## config.mk

```make
export PLATFORM = sky130hd
export DESIGN_NAME = pcm_slot_port
export DESIGN_NICKNAME = d
export VERILOG_FILES = /design/src/rtl/pcm_port_pkg.sv /design/src/rtl/pcm_edge_sync.sv /design/src/rtl/pcm_slot_timer.sv /design/src/rtl/pcm_tx_path.sv /design/src/rtl/pcm_rx_path.sv /design/src/rtl/pcm_slot_port.sv
export SDC_FILE = /design/constraint.sdc
export NUM_CORES = 1
export LEC_CHECK = 0
export ABC_AREA = 1
export BUFFER_PORTS_ARGS = -buffer_cell sky130_fd_sc_hd__buf_2
export CAP_MARGIN = 0
export CORE_UTILIZATION = 30
export DETAILED_ROUTE_END_ITERATION = 16
export HOLD_SLACK_MARGIN = 0.12
export SLEW_MARGIN = 20
export SYNTH_ARGS = -nofsm -noshare
export SYNTH_HDL_FRONTEND = slang
export SYNTH_SLANG_ARGS = --single-unit
```

## constraint.sdc

```tcl
create_clock -name clk -period 5.95 [get_ports clk]
set_input_delay 0.2975 -clock clk [delete_from_list [all_inputs] [get_ports clk]]
set_output_delay 0.2975 -clock clk [all_outputs]
set_load 0.05 [all_outputs]
```

## src/rtl/pcm_port_pkg.sv

```systemverilog
package pcm_port_pkg;

  localparam int unsigned BYTE_W   = 8;
  localparam int unsigned LIN_W    = 14;
  localparam int unsigned LIN_SLOT = 16;
  localparam int unsigned GAP_W    = 2;
  localparam int unsigned WORD_W   = LIN_SLOT;
  localparam int unsigned WBIT_W   = $clog2(WORD_W);

  // Frame configuration captured at frame start
  typedef struct packed {
    logic linear;
    logic gap;
    logic b7;
    logic chan_b2;
    logic loopback;
    logic delayed;
    logic reversed;
  } pcm_mode_t;

  // Where a bit position falls inside the selected slot
  typedef struct packed {
    logic              hit;
    logic [WBIT_W-1:0] wbit;
    logic              last;
    logic              float_lsb;
  } slot_dec_t;

  function automatic slot_dec_t decode_slot(input int unsigned cnt, input pcm_mode_t m);
    slot_dec_t   d;
    int unsigned off;
    int unsigned start;
    int unsigned len;
    int unsigned j;
    d     = '0;
    off   = m.delayed ? 1 : 0;
    len   = m.linear ? LIN_SLOT : BYTE_W;
    start = (m.linear || !m.chan_b2) ? 0 : (BYTE_W + (m.gap ? GAP_W : 0));
    if (cnt >= off + start && cnt < off + start + len) begin
      j           = cnt - off - start;
      d.hit       = 1'b1;
      d.wbit      = WBIT_W'(m.reversed ? j : len - 1 - j);
      d.last      = (j == len - 1);
      d.float_lsb = !m.linear && m.b7 && (d.wbit == '0);
    end
    return d;
  endfunction

endpackage

```

## src/rtl/pcm_edge_sync.sv

```systemverilog
module pcm_edge_sync #(
  parameter int SYNC_STAGES = 2
) (
  input  logic clk,
  input  logic rst_n,
  input  logic bclk,
  input  logic fsync,
  input  logic dr,
  output logic rise_evt,
  output logic fall_evt,
  output logic fs_s,
  output logic dr_s
);
  localparam int LAST = SYNC_STAGES - 1;

  logic [2:0] chain [SYNC_STAGES];
  logic       bclk_prev;

  always_ff @(posedge clk or negedge rst_n) begin
    if (!rst_n) begin
      for (int i = 0; i < SYNC_STAGES; i++) chain[i] <= '0;
      bclk_prev <= 1'b0;
    end else begin
      chain[0] <= {bclk, fsync, dr};
      for (int i = 1; i < SYNC_STAGES; i++) chain[i] <= chain[i-1];
      bclk_prev <= chain[LAST][2];
    end
  end

  assign rise_evt = chain[LAST][2] && !bclk_prev;
  assign fall_evt = !chain[LAST][2] && bclk_prev;
  assign fs_s     = chain[LAST][1];
  assign dr_s     = chain[LAST][0];

endmodule

```

## src/rtl/pcm_slot_timer.sv

```systemverilog
module pcm_slot_timer
  import pcm_port_pkg::*;
#(
  parameter int CNT_W = 6
) (
  input  logic              clk,
  input  logic              rst_n,
  input  logic              rise_evt,
  input  logic              fs_s,
  input  pcm_mode_t         mode_in,
  output logic              frame_start,
  output logic              nxt_linear,
  output logic              nxt_loopback,
  output logic              q_linear,
  output logic              q_loopback,
  output logic              tx_hit,
  output logic [WBIT_W-1:0] tx_wbit,
  output logic              tx_float,
  output slot_dec_t         dec_fall
);
  localparam logic [CNT_W-1:0] CNT_MAX = '1;

  logic [CNT_W-1:0] cnt_q, cnt_nxt;
  logic             fs_last;
  pcm_mode_t        mode_q, mode_nxt;
  slot_dec_t        dec_rise;

  always_comb begin
    frame_start = rise_evt && fs_s && !fs_last;
    if (frame_start)           cnt_nxt = '0;
    else if (cnt_q == CNT_MAX) cnt_nxt = cnt_q;
    else                       cnt_nxt = cnt_q + 1'b1;
    mode_nxt = frame_start ? mode_in : mode_q;
    dec_rise = decode_slot(32'(cnt_nxt), mode_nxt);
    dec_fall = decode_slot(32'(cnt_q), mode_q);
  end

  always_ff @(posedge clk or negedge rst_n) begin
    if (!rst_n) begin
      cnt_q   <= CNT_MAX;
      fs_last <= 1'b0;
      mode_q  <= '0;
    end else if (rise_evt) begin
      cnt_q   <= cnt_nxt;
      fs_last <= fs_s;
      mode_q  <= mode_nxt;
    end
  end

  assign nxt_linear   = mode_nxt.linear;
  assign nxt_loopback = mode_nxt.loopback;
  assign q_linear     = mode_q.linear;
  assign q_loopback   = mode_q.loopback;
  assign tx_hit       = dec_rise.hit;
  assign tx_wbit      = dec_rise.wbit;
  assign tx_float     = dec_rise.float_lsb;

endmodule

```

## src/rtl/pcm_tx_path.sv

```systemverilog
module pcm_tx_path
  import pcm_port_pkg::*;
(
  input  logic              clk,
  input  logic              rst_n,
  input  logic              rise_evt,
  input  logic              frame_start,
  input  logic              nxt_linear,
  input  logic              nxt_loopback,
  input  logic              q_loopback,
  input  logic              tx_hit,
  input  logic [WBIT_W-1:0] tx_wbit,
  input  logic              tx_float,
  input  logic [WORD_W-1:0] lb_word,
  input  logic [LIN_W-1:0]  tx_data,
  input  logic              tx_valid,
  output logic              tx_ready,
  output logic              dx,
  output logic              dx_oe
);
  logic [LIN_W-1:0]  hold_q;
  logic              full_q;
  logic [WORD_W-1:0] word_q, word_nxt, src;
  logic              accept, drive;

  assign tx_ready = !full_q && !q_loopback;
  assign accept   = tx_valid && tx_ready;

  always_comb begin
    if (nxt_loopback)    src = lb_word;
    else if (!full_q)    src = '0;
    else if (nxt_linear) src = {hold_q, 2'b00};
    else                 src = {{(WORD_W-BYTE_W){1'b0}}, hold_q[BYTE_W-1:0]};
    word_nxt = frame_start ? src : word_q;
    drive    = tx_hit && !tx_float;
  end

  always_ff @(posedge clk or negedge rst_n) begin
    if (!rst_n) begin
      hold_q <= '0;
      full_q <= 1'b0;
    end else if (accept) begin
      hold_q <= tx_data;
      full_q <= 1'b1;
    end else if (frame_start && !nxt_loopback) begin
      full_q <= 1'b0;
    end
  end

  always_ff @(posedge clk or negedge rst_n) begin
    if (!rst_n) begin
      word_q <= '0;
      dx     <= 1'b0;
      dx_oe  <= 1'b0;
    end else if (rise_evt) begin
      word_q <= word_nxt;
      dx_oe  <= drive;
      dx     <= drive ? word_nxt[tx_wbit] : 1'b0;
    end
  end


  oe_on_rise_chk: assert property (@(posedge clk) disable iff (!rst_n)
    $rose(dx_oe) |-> $past(rise_evt));


  tx_fill_chk: assert property (@(posedge clk) disable iff (!rst_n)
    (tx_valid && tx_ready) |=> !tx_ready);

endmodule

```

## src/rtl/pcm_rx_path.sv

```systemverilog
module pcm_rx_path
  import pcm_port_pkg::*;
(
  input  logic              clk,
  input  logic              rst_n,
  input  logic              fall_evt,
  input  logic              dr_s,
  input  slot_dec_t         dec_fall,
  input  logic              q_linear,
  input  logic              q_loopback,
  input  logic              rx_ready,
  output logic [LIN_W-1:0]  rx_data,
  output logic              rx_valid,
  output logic [WORD_W-1:0] lb_word
);
  logic [WORD_W-1:0] sh_q, word_now;
  logic [LIN_W-1:0]  fmt;
  logic              bit_in, done;

  always_comb begin
    bit_in   = dec_fall.float_lsb ? 1'b0 : dr_s;
    word_now = sh_q;
    word_now[dec_fall.wbit] = bit_in;
    fmt  = q_linear ? word_now[WORD_W-1:WORD_W-LIN_W]
                    : {{(LIN_W-BYTE_W){1'b0}}, word_now[BYTE_W-1:0]};
    done = fall_evt && dec_fall.hit && dec_fall.last;
  end

  always_ff @(posedge clk or negedge rst_n) begin
    if (!rst_n) begin
      sh_q    <= '0;
      lb_word <= '0;
    end else if (fall_evt && dec_fall.hit) begin
      sh_q <= word_now;
      if (dec_fall.last) lb_word <= word_now;
    end
  end

  always_ff @(posedge clk or negedge rst_n) begin
    if (!rst_n) begin
      rx_data  <= '0;
      rx_valid <= 1'b0;
    end else if (done && !q_loopback) begin
      rx_data  <= fmt;
      rx_valid <= 1'b1;
    end else if (rx_ready) begin
      rx_valid <= 1'b0;
    end
  end


  rx_hold_chk: assert property (@(posedge clk) disable iff (!rst_n)
    (rx_valid && !rx_ready) |=> rx_valid);


  lb_mute_chk: assert property (@(posedge clk) disable iff (!rst_n)
    q_loopback |=> !$rose(rx_valid));

endmodule

```

## src/rtl/pcm_slot_port.sv

```systemverilog
module pcm_slot_port
  import pcm_port_pkg::*;
#(
  parameter int SYNC_STAGES = 2,
  parameter int CNT_W       = 6
) (
  input  logic             clk,
  input  logic             rst_n,
  input  logic             bclk,
  input  logic             fsync,
  input  logic             dr,
  output logic             dx,
  output logic             dx_oe,
  input  logic [1:0]       tmode,
  input  logic             fmt_gap,
  input  logic             b7_mode,
  input  logic             linear,
  input  logic             chan_b2,
  input  logic             loopback,
  input  logic [LIN_W-1:0] tx_data,
  input  logic             tx_valid,
  output logic             tx_ready,
  output logic [LIN_W-1:0] rx_data,
  output logic             rx_valid,
  input  logic             rx_ready
);
  logic              rise_evt, fall_evt, fs_s, dr_s, frame_start;
  logic              nxt_linear, nxt_loopback, q_linear, q_loopback;
  logic              tx_hit, tx_float;
  logic [WBIT_W-1:0] tx_wbit;
  logic [WORD_W-1:0] lb_word;
  slot_dec_t         dec_fall;
  pcm_mode_t         mode_in;

  always_comb begin
    mode_in.linear   = linear;
    mode_in.gap      = fmt_gap;
    mode_in.b7       = b7_mode;
    mode_in.chan_b2  = chan_b2;
    mode_in.loopback = loopback;
    mode_in.delayed  = !tmode[1];
    mode_in.reversed = tmode[1] && tmode[0];
  end

  pcm_edge_sync #(.SYNC_STAGES(SYNC_STAGES)) u_sync (
    .clk(clk), .rst_n(rst_n), .bclk(bclk), .fsync(fsync), .dr(dr),
    .rise_evt(rise_evt), .fall_evt(fall_evt), .fs_s(fs_s), .dr_s(dr_s)
  );

  pcm_slot_timer #(.CNT_W(CNT_W)) u_timer (
    .clk(clk), .rst_n(rst_n), .rise_evt(rise_evt), .fs_s(fs_s), .mode_in(mode_in),
    .frame_start(frame_start), .nxt_linear(nxt_linear), .nxt_loopback(nxt_loopback),
    .q_linear(q_linear), .q_loopback(q_loopback), .tx_hit(tx_hit), .tx_wbit(tx_wbit),
    .tx_float(tx_float), .dec_fall(dec_fall)
  );

  pcm_tx_path u_tx (
    .clk(clk), .rst_n(rst_n), .rise_evt(rise_evt), .frame_start(frame_start),
    .nxt_linear(nxt_linear), .nxt_loopback(nxt_loopback), .q_loopback(q_loopback),
    .tx_hit(tx_hit), .tx_wbit(tx_wbit), .tx_float(tx_float), .lb_word(lb_word),
    .tx_data(tx_data), .tx_valid(tx_valid), .tx_ready(tx_ready), .dx(dx), .dx_oe(dx_oe)
  );

  pcm_rx_path u_rx (
    .clk(clk), .rst_n(rst_n), .fall_evt(fall_evt), .dr_s(dr_s), .dec_fall(dec_fall),
    .q_linear(q_linear), .q_loopback(q_loopback), .rx_ready(rx_ready),
    .rx_data(rx_data), .rx_valid(rx_valid), .lb_word(lb_word)
  );

endmodule

```

After elaboration in Yosys (flattened, before gate mapping)
Cells that the tools add are included.
{ "op_classes": {"add_sub_neg": 15, "magnitude_cmp": 7, "eq_ne": 3, "muxes": 31, "n_reduce_logical": 38} }
{ "ops": {"columns": ["op", "n"], "rows": [
  ["32-bit adder", 4],
  ["4-bit by 32-bit adder with 32-bit output, first input constant", 2],
  ["32-bit equality test", 2],
  ["6-bit by 32-bit >= comparator with 1-bit output", 2],
  ["6-bit by 32-bit less-than comparator with 1-bit output", 2],
  ["16-bit two-way mux", 4],
  ["32-bit two-way mux", 2],
  ["32-bit subtractor", 2],
  ["6-bit by 32-bit subtractor with 32-bit output", 2],
  ["7-bit two-way mux", 3],
  ["1-bit logical AND", 19],
  ["16-bit bitwise mux", 1],
  ["14-bit two-way mux", 1],
  ["1-bit logical NOT", 12],
  ["6-bit two-way mux", 2],
  ["5-bit by 1-bit subtractor with 6-bit output, second input constant", 2],
  ["4-bit by 5-bit less-than comparator with 1-bit output, second input constant", 2],
  ["1-bit two-way mux", 10],
  ["5-bit two-way mux", 2],
  ["4-bit logical NOT", 2],
  ["4-bit two-way mux", 2],
  ["4-bit subtractor", 2],
  ["6-bit by 1-bit adder with 6-bit output, second input constant", 1],
  ["6-bit equality test, second input constant", 1],
  ["7 further kinds", 10]
]} }
{ "totals": {"regBits": 101, "inputBits": 28, "out_inout_bits": 18, "word_cells": 115} }

Longest topological paths before layout
Gate-level depths: netlist of run 1.
{ "logic_depth": {"depth_word": 17, "depth_mapped": 23} }

Hierarchy
From an unflattened synthesis of run 1, not the netlist that was laid out.
{ "unflattened": {"hier_cells": 792, "hier_area_um2": 6054.6} }
{ "modules_own_cells": {"columns": ["mod", "n_inst", "cells_each", "area_each_um2", "seq_area_each_um2"], "rows": [
  ["pcm_rx_path", 1, 280, 2203.4, 1176.1],
  ["pcm_tx_path", 1, 254, 1920.6, 825.8],
  ["pcm_slot_timer", 1, 244, 1729.2, 357.8],
  ["pcm_edge_sync", 1, 11, 190.2, 175.2],
  ["pcm_slot_port", 1, 3, 11.3, 0.0]
]} }

Least setup slack after synthesis of run 1
No wires, ideal clock.
{ "synth_timing": {"kind": "reg2reg", "from": "reg u_timer.cnt_q[1]", "to": "reg u_tx.dx", "setup_ps": 118, "arrival_time_ps": 2975, "t_required_ps": 5832, "path_slack_ps": 2858, "path_stages_with_launch": 21, "n_path_buf": 0, "synth_period_minus_slack_ps": 3092, "path_cell_list": "dfstp_2 > ha_1 > nand2_1 > nor2_1 > inv_1 > a21oi_1 > o21ai_0 > ha_1 > inv_1 > fa_1 > or2_2 > nand2_1 > inv_1 > nor2_2 > inv_2 > nand3_1 > nand3_1 > nand2_1 > nand2_1 > nand3_1 > nand2_1"} }
{ "synth_between": {"elab_chain_cells": 13, "word_cells_on_any_way": 19, "classes_between": "4 x add/sub; 2 x order compare; 1 x eq/ne; 7 x mux; 5 x reduce/logical"} }
{ "synth_lines": {"columns": ["element", "line_no", "rtl"], "rows": [
  ["start: declaration", "pcm_slot_timer.sv:23", "logic [CNT_W-1:0] cnt_q, cnt_nxt;"],
  ["start signal: assignment", "pcm_slot_timer.sv:44", "cnt_q <= cnt_nxt;"],
  ["6-bit by 1-bit adder with 6-bit output / 6-bit equality test (equally long branches)", "pcm_slot_timer.sv:32, pcm_slot_timer.sv:31", null],
  ["6-bit two-way mux (*)", "pcm_slot_timer.sv:31", "else if (cnt_q == CNT_MAX) cnt_nxt = cnt_q;"],
  ["6-bit two-way mux (*)", "pcm_slot_timer.sv:30", "if (frame_start) cnt_nxt = '0;"],
  ["6-bit by 32-bit subtractor with 32-bit output", "pcm_port_pkg.sv:40", "j = cnt - off - start;"],
  ["32-bit subtractor", "pcm_port_pkg.sv:40", null],
  ["4-bit subtractor", "pcm_port_pkg.sv:42", "d.wbit = WBIT_W'(m.reversed ? j : len - 1 - j);"],
  ["4-bit two-way mux", "pcm_port_pkg.sv:42", null],
  ["4-bit logical NOT", "pcm_port_pkg.sv:44", "d.float_lsb = !m.linear && m.b7 && (d.wbit == '0);"],
  ["1-bit logical AND", "pcm_port_pkg.sv:44", null],
  ["7-bit two-way mux (*)", "pcm_port_pkg.sv:39", "if (cnt >= off + start && cnt < off + start + len) begin"],
  ["parallel branches: the longest is 2 deep, another holds 1-bit binary-select mux with 4-bit select", null, null],
  ["1-bit two-way mux (*)", "pcm_tx_path.sv:58", "dx <= drive ? word_nxt[tx_wbit] : 1'b0;"],
  ["end signal: assignment", "pcm_tx_path.sv:58", null],
  ["end: declaration", "pcm_tx_path.sv:18", "output logic dx,"]
]} }
Mark *: on every way between the ends. The select of a mux whose other input is x is not followed.
A chain may end at the register's enable or synchronous reset.

Worst setup path after layout of run 1
{ "layout_timing": {"from": "reg u_timer.cnt_q[0]", "to": "reg u_rx.rx_data[5]"} }
{ "layout_between": {"elab_chain_cells": 11, "word_cells_on_any_way": 22, "classes_between": "3 x add/sub; 4 x order compare; 1 x eq/ne; 7 x mux; 7 x reduce/logical"} }
{ "layout_lines": {"columns": ["element", "line_no", "rtl"], "rows": [
  ["6-bit by 32-bit subtractor with 32-bit output", "pcm_port_pkg.sv:40", null],
  ["32-bit subtractor", "pcm_port_pkg.sv:40", null],
  ["4-bit subtractor", "pcm_port_pkg.sv:42", null],
  ["4-bit two-way mux", "pcm_port_pkg.sv:42", null],
  ["7-bit two-way mux (*)", "pcm_port_pkg.sv:39", null],
  ["4-bit by 5-bit less-than comparator with 1-bit output (implied by the code) / 4-bit by 1-bit >= comparator with 1-bit output (equally long branches)", "pcm_rx_path.sv:23", "word_now[dec_fall.wbit] = bit_in;"],
  ["1-bit logical AND (implied by the code)", "pcm_rx_path.sv:23", null],
  ["1-bit two-way mux (implied by the code)", "pcm_rx_path.sv:23", null],
  ["1-bit demux with 4-bit select", null, null],
  ["16-bit bitwise mux", "pcm_rx_path.sv:23", null],
  ["14-bit two-way mux", "pcm_rx_path.sv:24", "fmt = q_linear ? word_now[WORD_W-1:WORD_W-LIN_W]"],
  ["end signal: assignment", "pcm_rx_path.sv:44", "rx_data <= fmt;"],
  ["end: declaration", "pcm_rx_path.sv:12", "output logic [LIN_W-1:0] rx_data,"]
]} }
Mark *: on every way between the ends. The rest lies on a longest branch, timed or not.

==> impl_metrics.yaml, run 1 <==
status:
  outcome: "completed"
timing:
  maxSlewHeadroom_pct: 45.9
  fin_tns_setup_ns: 0
  tightest_slew_ns: 0.811
  max_clock_freq_mhz: 269
  layout_worst_path_cycle_share_pct: 62.6
  finClkSkew_ns: 0.0115
  final_hold_vios: 0
  setup_repair_after_global_routing_missed_its_margin: "no"
  timing.final.max_slew_violations: 0
  layout_min_cycle_time_ns: 3.72
  finalSetupViolations: 0
global_route:
  grt_start_max_net_pins: 78
  antenna_found_initial: 0
  grt_overflow: 0
  wire_length_of_the_first_global_routing_pass_um: 21600
  grt_use_total_pct: 14.8
  grt_pass1_vias: 4333
die:
  die-width_um: 138
  coreArea_um2: 18000
  initial_utilization_pct: 30.6
  die_height_um: 138
  die-area_um2: 18900
  fp-row-count: 49
  num_io_pins: 46
power:
  clkPwrFrac_pct: 22.1
  pwr-share-comb_pct: 45.7
  total_switching_power_mw: 1.33
  powerDensity_nw_per_um2: 490
  power_leakage_nw: 3.04
  fraction_of_power_spent_switching_nets_pct: 43.0
  power_report.internal_total_mw: 1.77
  seq_power_share_pct: 32.2
  vdd.ir_drop.worst_v: 0.000207
route:
  drt_drc_violations_left: 0
  post_drt_via_cell_ratio: 4.67
  detailedRoute.firstIterationViolations: 267
  route.detailed.wl_per_inst_um: 13.6
  drtAntennaViolNets: 0
  routed_wirelength_um: 12900
  firstDrtPassIters: 5
  dr_total_vias: 4424
clock_tree:
  postCtsResizedCells: 0
  clock_insertion_delay_worst_skew_ns: 0.35
  cts_htree_levels: 3
  tritoncts: "built"
  path_clk_slew_ns: 0.08
  clkSinkCount: 101
  cts.path.max_buffers: 2
  ctsRootBufferMaster: "sky130_fd_sc_hd__clkbuf_16"
  cts_buffers: 9
logic_synthesis:
  synthesis.instances: 673
  synth_enable_flop_cells: 0
  synth.ff_latch_count: 101
  dominantRegCellSynth: "sky130_fd_sc_hd__dfrtp_1"
  synth.top_cells.by_area: "sky130_fd_sc_hd__dfrtp_1 (43%), sky130_fd_sc_hd__nand2_1 (12%), sky130_fd_sc_hd__ha_1 (4.8%)"
  synthesis.yosys.warnings: 0
  avgSynthCellArea_um2: 8.20
  area_share_of_the_leading_cell_type_in_the_synthesized_netlist_pct: 43.1
  yosys-top-cells-count: "sky130_fd_sc_hd__nand2_1 (177), sky130_fd_sc_hd__dfrtp_1 (95), sky130_fd_sc_hd__nor2_1 (58)"
  ys_async_sr_fraction_pct: 100
  synth.distinct_cells: 39
  synth.cell_area_um2: 5520
  top_count_cell_post_synth: "sky130_fd_sc_hd__nand2_1"
  synthDominantAreaCellType: "sky130_fd_sc_hd__dfrtp_1"
  seq_area_frac_synth_pct: 45.9
setup_path:
  worstPathBufferInverterCount: 5
  worstSetupStartpoint: "u_timer.cnt_q[0]"
  critical_path.top_delay_family: "simple AND/OR/NAND/NOR gates"
  crit_path_max_incr_delay_ns: 0.58
  cp.arrival_ns: 3.98
  timing_worst_setup_path_type: "reg -> reg"
  crit_path_cell_trace: "inv_1, ha_1, inv_1, ha_1, nor2_1, inv_1, nand2_1, nand3_2, a21oi_1, ha_1, nand2_1, nor2_1, nand3b_1, nor2_1, nand2_1, a21oi_2, nand2_2, nor2_2, inv_2, nor2_4, inv_1, o211ai_1"
  reg2reg_from: "u_timer.cnt_q[0]"
  worst-path-max-fanout: 33
  worst-endpoint-required_ns: 6.21
  cp_dominant_cell_by_count: "sky130_fd_sc_hd__inv_1"
  crit_path_start_kind: "register"
  crit_path_end_kind: "register"
  worst_path_max_delay_cell: "sky130_fd_sc_hd__dfstp_2"
final_layout:
  area_delta_synth_final_pct: 14.6
  drive_above_1_share_pct: 18.2
  antenna_cells_inserted: 0
  finalNonFillerCells: 948
  nFillCells: 1905
  fin_nets: 765
hold_path:
  worstHoldStart: "rx_ready"
  hold_path.class: "in -> reg"
job:
  maxCapViolCount: 0
place:
  dp_hpwl_um: 9480
  cell_count_after_placement: 928
  gp_congestion: 0.880
  port_buffer_cells: 45
-- path summary, 6_finish.rpt --
| kind | to | slack [ns] | cells past startpoint |
|---|---|---|---|
| setup / recovery | u_rx.rx_data[5] | 2.23 | 22 |
| hold / removal | u_rx.rx_valid | 0.14 | 2 |
| setup reg to reg | u_rx.rx_data[5] | 2.23 | 22 |
| hold reg to reg | u_sync.chain[2] | 0.35 | 0 |
| max in group asynchronous | u_timer.mode_q[5] | 4.52 | 3 |
| min in group asynchronous | u_sync.chain[3] | 0.39 | 2 |
-- through the flow --
step / total power, mW / hold slack [ns] / instance area (µm²) / utilization, % / worst slack (ns)
2_1_floorplan: 2.08 / 0.00191 / 5520 / - / 2.86
3_3_place_gp: 2.41 / 0.230 / 5940 / 32.9 / 2.32
3_5_place_dp: 2.42 / 0.233 / 5940 / 32.9 / 2.23
4_1_cts: 3.12 / 0.131 / 6320 / 35.1 / 2.22
5_1_grt: 3.37 / 0.145 / 6330 / 35.1 / 1.84
6_report: 3.10 / 0.135 / 6330 / 35.1 / 2.23
-- placed cells by master (no fill, tap or decap), types with 12 or more instances in the layout --
| cell | instances |
|---|---|
| sky130_fd_sc_hd__nand2_1 | 177 |
| sky130_fd_sc_hd__mux2_2 | 12 |
| sky130_fd_sc_hd__o21ai_0 | 51 |
| sky130_fd_sc_hd__buf_2 | 44 |
| sky130_fd_sc_hd__nand3_1 | 50 |
| sky130_fd_sc_hd__ha_1 | 21 |
| sky130_fd_sc_hd__o21ai_1 | 14 |
| sky130_fd_sc_hd__a21oi_1 | 33 |
| sky130_fd_sc_hd__inv_1 | 53 |
| sky130_fd_sc_hd__dfrtp_1 | 95 |
| sky130_fd_sc_hd__nor2_1 | 58 |
-- flip-flops by register name (all words and copies together), names as in the netlist --
| register | count |
|---|---|
| u_rx.rx_data | 14 |
| u_timer.cnt_q | 6 |
| u_rx.rx_valid | 1 |
| u_sync.fs_s | 1 |
| u_sync.chain | 4 |
| u_tx.dx_oe | 1 |
| u_sync.dr_s | 1 |
| u_timer.fs_last | 1 |
| u_timer.mode_q | 5 |
| u_rx.sh_q | 16 |
| u_rx.lb_word | 16 |
| u_tx.dx | 1 |
| u_tx.hold_q | 14 |
| u_timer.q_loopback | 1 |
| u_tx.full_q | 1 |
| u_timer.q_linear | 1 |
| u_sync.bclk_prev | 1 |
| u_tx.word_q | 16 |
-- cell families after synthesis --
kind of cell / share of synthesized area, %
xor+xnor: 1.75
compound gates: 12.2
other cells: 0.0680
flops: 45.9
mux: 2.63
buf+inv: 6.35
fa+ha+maj: 5.49
simple gates: 25.6
-- final cells by class --
class | instances | area (µm²) | area share, %
inverters | 61 | 229 | 3.62
clock inverters | 7 | 120 | 1.90
clock buffers | 9 | 225 | 3.56
repair buffers | 52 | 294 | 4.65
flip-flops and latches | 101 | 2530 | 40.1
multi-input cells | 489 | 2640 | 41.7
well taps | 229 | 287 | 4.53
-- power groups by stage --
stage,clock network (mW),logic [mW],registers (mW)
final,0.686,1.42,0.998
after detailed placement,0,1.41,1.01
after global routing,0.724,1.62,1.02
after floorplan,0,1.08,1.00
after global placement,0,1.40,1.00
after CTS,0.699,1.42,0.997
-- routing by layer --
metal,GRT usage [%],up-vias,wire (µm)
met3,2.87,16,547
li1,-,2267,-
met4,4.15,0,182
met5,0,-,0
met2,22.8,96,5610
met1,20.8,2045,6550
-- timing repair --
action | CTS | global route
hold endpoints to repair | 25 | 0
setup endpoints to repair | 0 | 0
setup buffers | 0 | 0
hold buffers | 4 | 0
Power figures use the tool's default switching activity.
==> run 2, diff against run 1 <==
- ABC_AREA: 1 -> 0
- clock period: 5.95 -> 3.6 ns (I/O delays scaled with it)
==> run 2 against run 1 <==
Against the previous run: the flow now finishes with violations (negative setup slack); non-clock buffer count up 78; combinational power up 130%; synthesized area up 0.57%; hold slack better by 0.059 ns; sequential power up 61%; critical path type unchanged; critical endpoint unchanged.
==> impl_metrics.yaml, run 2 <==
clock_tree:
  clock_insertion_delay_worst_skew_ns: 0.36
  tritoncts: "built"
  cts.path.max_buffers: 2
  ctsRootBufferMaster: "sky130_fd_sc_hd__clkbuf_16"
  cts_htree_levels: 3
  path_clk_slew_ns: 0.08
  cts_buffers: 9
  clkSinkCount: 101
logic_synthesis:
  synthDominantAreaCellType: "sky130_fd_sc_hd__dfrtp_1"
  synth.ff_latch_count: 101
  synth.distinct_cells: 66
  synthesis.yosys.warnings: 0
  dominantRegCellSynth: "sky130_fd_sc_hd__dfrtp_1"
  ys_async_sr_fraction_pct: 100
  synthesis.instances: 549
  seq_area_frac_synth_pct: 45.7
  synth.top_cells.by_area: "sky130_fd_sc_hd__dfrtp_1 (43%), sky130_fd_sc_hd__mux2_2 (4.9%), sky130_fd_sc_hd__ha_1 (4.7%)"
  avgSynthCellArea_um2: 10.1
  synth.cell_area_um2: 5550
  top_count_cell_post_synth: "sky130_fd_sc_hd__dfrtp_1"
  synth_enable_flop_cells: 0
  yosys-top-cells-count: "sky130_fd_sc_hd__dfrtp_1 (95), sky130_fd_sc_hd__nand2_1 (63), sky130_fd_sc_hd__o21ai_1 (47)"
  area_share_of_the_leading_cell_type_in_the_synthesized_netlist_pct: 42.8
final_layout:
  layout_common_cells: "sky130_fd_sc_hd__dfrtp_1 (95), sky130_fd_sc_hd__nand2_1 (63), sky130_fd_sc_hd__buf_4 (57)"
  fin_nets: 710
  final_cell_area_um2: 7190
  final_common_cell: "sky130_fd_sc_hd__dfrtp_1"
  leading_registers_by_flop_count: "u_rx.lb_word: 16 flops, u_rx.sh_q: 16 flops, u_tx.word_q: 16 flops"
  fin_util_pct: 39.9
  nFillCells: 1782
  drive_above_1_share_pct: 30.4
  antenna_cells_inserted: 0
  area_delta_synth_final_pct: 29.6
power:
  p_total_mw: 5.93
  total_switching_power_mw: 2.42
  power_leakage_nw: 3.20
  powerDensity_nw_per_um2: 825
  seq_power_share_pct: 27.2
  fraction_of_power_spent_switching_nets_pct: 40.8
  pwr-share-comb_pct: 54.3
  clkPwrFrac_pct: 18.5
  vdd.ir_drop.worst_v: 0.000504
  power_report.internal_total_mw: 3.51
global_route:
  grt_use_total_pct: 15.5
  grt_overflow: 0
  grt_pass1_vias: 4628
  antenna_found_initial: 0
  grt_start_max_net_pins: 54
  wire_length_of_the_first_global_routing_pass_um: 23900
job:
  maxCapViolCount: 0
hold_path:
  worst_hold_path.num_cells: 3
  hold_path_end: "u_timer.q_loopback"
  hold_path.class: "in -> reg"
  worstHoldStart: "loopback"
die:
  die-width_um: 138
  num_io_pins: 46
  initial_utilization_pct: 30.8
  coreArea_um2: 18000
  die_height_um: 138
  fp-row-count: 49
  die-area_um2: 19000
setup_path:
  critical_path.top_delay_family: "simple AND/OR/NAND/NOR gates"
  worst-endpoint-required_ns: 3.88
  crit_path_max_incr_delay_ns: 0.54
  r2r_slack_ns: -0.07
  worst_path_max_delay_cell: "sky130_fd_sc_hd__dfstp_2"
  cp.arrival_ns: 3.94
  crit_path_cell_trace: "inv_2, ha_4, inv_4, ha_4, or2_4, a211oi_4, nand2_1, a21oi_2, ha_1, nand2_1, or4_1, a2111o_1, buf_6, or4_1, o211ai_1"
  worst-path-max-fanout: 7
  crit_path_end_kind: "register"
  worstPathBufferInverterCount: 3
  reg2reg_from: "u_timer.cnt_q[0]"
  timing_worst_setup_path_type: "reg -> reg"
  crit_path_start_kind: "register"
  reg2regPathDepth: 15
  r2r-end: "u_rx.rx_data[5]"
route:
  drtAntennaViolNets: 0
  detailedRoute.firstIterationViolations: 273
  drt_drc_violations_left: 0
  route.detailed.wl_per_inst_um: 16.3
  post_drt_via_cell_ratio: 5.07
  firstDrtPassIters: 4
  dr_total_vias: 4524
  routed_wirelength_um: 14600
timing:
  final_hold_vios: 0
  finClkSkew_ns: 0.0101
  smallest_setup_slack_after_layout_ns: -0.0651
  layout_min_cycle_time_ns: 3.67
  tightest_slew_ns: 1.11
  finalSetupViolations: 11
  max_clock_freq_mhz: 273
  timing.final.max_slew_violations: 0
  maxSlewHeadroom_pct: 26.2
  layout_worst_path_cycle_share_pct: 102
  setup_repair_after_global_routing_missed_its_margin: "yes"
place:
  gp_congestion: 0.848
  port_buffer_cells: 45
  dp_hpwl_um: 10400
  place_area_um2: 6300
status:
  violations: "negative setup slack"
  outcome: "complete, but fails checks"
-- run 2: cell count changes in the layout (fill, tap and decap cells not counted), moves of 22 or more --
cell	previous run	this run
sky130_fd_sc_hd__nor2_1	58	35
sky130_fd_sc_hd__a21oi_1	33	11
sky130_fd_sc_hd__nand3_1	50	8
sky130_fd_sc_hd__o21ai_0	51	17
sky130_fd_sc_hd__o21ai_1	14	41
sky130_fd_sc_hd__inv_1	53	12
sky130_fd_sc_hd__buf_4	3	57
sky130_fd_sc_hd__nand2_1	177	63
-- run 2: final cells by class --
cell class / instances / area (µm²) / area share, %
flip-flops and latches: 101 / 2530 / 35.3
inverters: 16 / 62.6 / 0.870
well taps: 229 / 287 / 3.99
clock buffers: 9 / 225 / 3.13
clock inverters: 7 / 115 / 1.60
repair buffers: 130 / 963 / 13.4
multi-input cells: 401 / 3000 / 41.8
-- run 2: worst max-delay path by stage --
stage / from / cells after the start / to
2_1_floorplan: u_timer.cnt_q[0] / 15 / u_rx.rx_data[3]
3_3_place_gp: u_timer.cnt_q[0] / 15 / u_rx.rx_data[6]
3_5_place_dp: u_timer.cnt_q[0] / 15 / u_rx.rx_data[0]
4_1_cts: u_timer.cnt_q[0] / 14 / u_rx.rx_data[4]
5_1_grt: u_timer.cnt_q[0] / 15 / u_rx.rx_data[3]
6_report: u_timer.cnt_q[0] / 15 / u_rx.rx_data[5]
-- run 2: cell families after synthesis --
family | share of synthesized area (%)
AND/OR/NAND/NOR | 16.0
AO/OA/AOI/OAI | 15.7
flip-flops | 45.7
multiplexers | 10.3
buffers and inverters | 3.63
adder cells (fa/ha/maj) | 5.46
XOR/XNOR | 3.09
other | 0.0676
-- run 2: per-layer routing --
layer	share of wire (%)	vias to the layer above	routed length (µm)	track usage, %
li1	-	2196	-	-
met1	47	2233	6900	20.7
met2	48	77	6960	24.8
met3	3.4	18	491	3.64
met4	1.5	0	224	4.57
met5	0	-	0	0
-- run 2: tightest hold or removal path, stage by stage --
cell	delay, ns
sky130_fd_sc_hd__buf_2	0.20
sky130_fd_sc_hd__nand2_1	0.09
sky130_fd_sc_hd__nand2_1	0.04
-- run 2: power groups by stage --
stage / clock [mW] / combinational [mW] / sequential (mW)
global placement: 0 / 2.80 / 1.61
detailed placement: 0 / 2.85 / 1.62
finish: 1.10 / 3.22 / 1.61
CTS: 1.13 / 2.98 / 1.60
global route: 1.17 / 3.52 / 1.65
floorplan: 0 / 1.97 / 1.60
-- run 2: metrics by stage --
step	TNS, ns	worst slack [ns]	std cells	hold WS, ns
floorplan	0	0.0113	550	-0.116
global route	-3.00	-0.241	893	0.239
detailed placement	-0.677	-0.0870	839	0.259
CTS	0	0.00191	884	0.178
finish	-0.383	-0.0651	893	0.194
global placement	0	0.0409	839	0.255
-- run 2: timing repair --
| action | in CTS | in global routing |
|---|---|---|
| cloned | 0 | 2 |
| endpoints found under the hold margin | 69 | 0 |
| hold buffers | 23 | 0 |
| endpoints found under the setup margin | 22 | 46 |
| resized for setup | 6 | 36 |
| pin swaps | 1 | 16 |
| buffers inserted | 6 | 7 |
==> run 3, diff against run 2 <==
- CELL_PAD_IN_SITES_DETAIL_PLACEMENT: unset -> 1
- CELL_PAD_IN_SITES_GLOBAL_PLACEMENT: unset -> 2
- HOLD_SLACK_MARGIN: 0.12 -> 0.08
- PLACE_DENSITY_LB_ADDON: unset -> 0.1
==> run 3 against run 2 <==
Against the previous run: the flow still finishes with violations (negative setup slack); non-clock buffer count grew 19; sequential power is essentially flat; sequential share of layout area shrank 1.6 points; clock-buffer cell count grew 1; global-route usage grew 3.5 points; via count grew 3.3%; largest cell class unchanged; largest power group unchanged.
==> impl_metrics.yaml, run 3 (same netlist as run 2, synthesis figures left out) <==
status:
  outcome: "complete, but fails checks"
  violations: "negative setup slack"
final_layout:
  antenna_cells_inserted: 0
  footprint_of_the_multi_input_gates_um2: 3190
  fin_nets: 730
  area_delta_synth_final_pct: 35.5
  layout_common_cells: "sky130_fd_sc_hd__dfrtp_1 (95), sky130_fd_sc_hd__buf_4 (74), sky130_fd_sc_hd__nand2_1 (58)"
  final_cell_area_um2: 7520
  drive_above_1_share_pct: 35.2
  final_common_cell: "sky130_fd_sc_hd__dfrtp_1"
  nFillCells: 2022
  sequential_cell_area_um2: 2530
  leading_registers_by_flop_count: "u_rx.lb_word: 16 flops, u_rx.sh_q: 16 flops, u_tx.word_q: 16 flops"
timing:
  max_clock_freq_mhz: 271
  finClkSkew_ns: 0.0131
  final_hold_vios: 0
  layout_worst_path_cycle_share_pct: 103
  maxSlewHeadroom_pct: 34.6
  timing.final.max_slew_violations: 0
  layout_min_cycle_time_ns: 3.70
  smallest_setup_slack_after_layout_ns: -0.0968
  setup_repair_after_global_routing_missed_its_margin: "yes"
  tightest_slew_ns: 0.981
  finalSetupViolations: 13
power:
  power_leakage_nw: 3.32
  vdd.ir_drop.worst_v: 0.000342
  p_total_mw: 6.59
  powerDensity_nw_per_um2: 876
setup_path:
  cp.arrival_ns: 3.97
  worst_path_max_delay_cell: "sky130_fd_sc_hd__dfstp_2"
  timing_worst_setup_path_type: "reg -> reg"
  crit_path_max_incr_delay_ns: 0.54
  worst-path-max-fanout: 5
  crit_cells: 15
  crit_path_cell_trace: "inv_2, ha_4, inv_2, ha_4, or2_4, a211oi_4, nand2_1, a21oi_2, ha_1, nand2_1, or4_1, a2111o_1, buf_6, or4_1, o211ai_1"
  crit_path_start_kind: "register"
  reg2regPathDepth: 15
  worst-endpoint-required_ns: 3.87
  critical_path.top_delay_family: "simple AND/OR/NAND/NOR gates"
  crit_path_end_kind: "register"
  worstPathBufferInverterCount: 3
die:
  die-area_um2: 19000
  initial_utilization_pct: 30.8
  coreArea_um2: 18000
  die_height_um: 138
  num_io_pins: 46
  die-width_um: 138
  fp-row-count: 49
hold_path:
  hold_path.class: "in -> reg"
  worst_hold_path.num_cells: 3
clock_tree:
  cts_buffers: 9
  cts_htree_levels: 3
  path_clk_slew_ns: 0.08
  cts.path.max_buffers: 2
  clock_insertion_delay_worst_skew_ns: 0.36
  clkSinkCount: 101
  ctsRootBufferMaster: "sky130_fd_sc_hd__clkbuf_16"
  tritoncts: "built"
route:
  firstDrtPassIters: 4
  drt_drc_violations_left: 0
  routed_wirelength_um: 17600
  route.detailed.wl_per_inst_um: 19.2
  detailedRoute.firstIterationViolations: 133
  post_drt_via_cell_ratio: 5.12
  dr_total_vias: 4672
  drtAntennaViolNets: 0
global_route:
  wire_length_of_the_first_global_routing_pass_um: 28300
  grt_overflow: 0
  grt_use_total_pct: 19.0
  antenna_found_initial: 0
  grt_start_max_net_pins: 73
  grt_pass1_vias: 5099
place:
  dp_hpwl_um: 12500
  place_area_um2: 6430
  port_buffer_cells: 45
  gp_congestion: 0.772
job:
  maxCapViolCount: 0
[run 3: worst paths after layout]
path	slack, ns	start	to
setup / recovery	-0.1	u_timer.cnt_q[0]	u_rx.rx_data[6]
hold / removal	0.12	b7_mode	u_timer.mode_q[4]
setup reg to reg	-0.1	u_timer.cnt_q[0]	u_rx.rx_data[6]
hold reg to reg	0.36	u_sync.chain[5]	u_sync.chain[2]
max in group asynchronous	2.19	rst_n	u_timer.cnt_q[0]
min in group asynchronous	0.51	rst_n	u_tx.dx_oe
[run 3: worst register-to-register path: stages, from the launching register on]
cell                       delay [ns]
sky130_fd_sc_hd__dfstp_2         0.54
sky130_fd_sc_hd__inv_2           0.05
sky130_fd_sc_hd__ha_4            0.28
sky130_fd_sc_hd__inv_2           0.04
sky130_fd_sc_hd__ha_4            0.14
sky130_fd_sc_hd__or2_4           0.24
sky130_fd_sc_hd__a211oi_4        0.21
sky130_fd_sc_hd__nand2_1         0.09
sky130_fd_sc_hd__a21oi_2         0.19
sky130_fd_sc_hd__ha_1            0.16
sky130_fd_sc_hd__nand2_1         0.05
sky130_fd_sc_hd__or4_1           0.46
sky130_fd_sc_hd__a2111o_1        0.41
sky130_fd_sc_hd__buf_6           0.18
sky130_fd_sc_hd__or4_1           0.46
sky130_fd_sc_hd__o211ai_1        0.11
[run 3: report_power, final]
part	switching (mW)	total [mW]	internal, mW
Clock	0.494	1.12	0.626
Sequential	0.194	1.60	1.41
Combinational	2.12	3.87	1.75
[run 3: per-stage QoR]
step	cells	utilization (%)	hold slack (ns)	TNS, ns	setup slack, ns
final	913	41.7	0.116	-0.715	-0.0968
after CTS	902	39.5	0.102	-0.579	-0.0820
after floorplan	550	-	-0.116	0	0.0113
after global routing	913	41.7	0.123	-4.09	-0.278
after global placement	856	35.7	0.292	-0.0240	-0.0151
after detailed placement	856	35.7	0.295	-0.811	-0.151
[run 3: per-layer routing]
layer  global-route usage, %  up-vias  share of wire [%]
met4                    4.74        0                1.2
met2                    31.7       66                 50
met3                    3.53       17                2.9
li1                        -     2234                  -
met1                    25.3     2355                 46
met5                       0        -                  0
[run 3: layout make-up]
| class | count | share of cell area, % |
|---|---|---|
| well taps | 229 | 3.81 |
| multi-input cells | 402 | 42.4 |
| clock buffers | 10 | 3.04 |
| clock inverters | 6 | 1.40 |
| inverters | 16 | 0.832 |
| flip-flops and latches | 101 | 33.7 |
| repair buffers | 149 | 14.8 |
[run 3: what timing repair did]
action / 4_1_cts / 5_1_grt
hold buffers: 21 / 0
pin swaps: 7 / 18
setup endpoints to repair: 26 / 40
hold endpoints to repair: 85 / 0
resized for setup: 15 / 62
cloned: 2 / 0
buffers inserted: 7 / 11
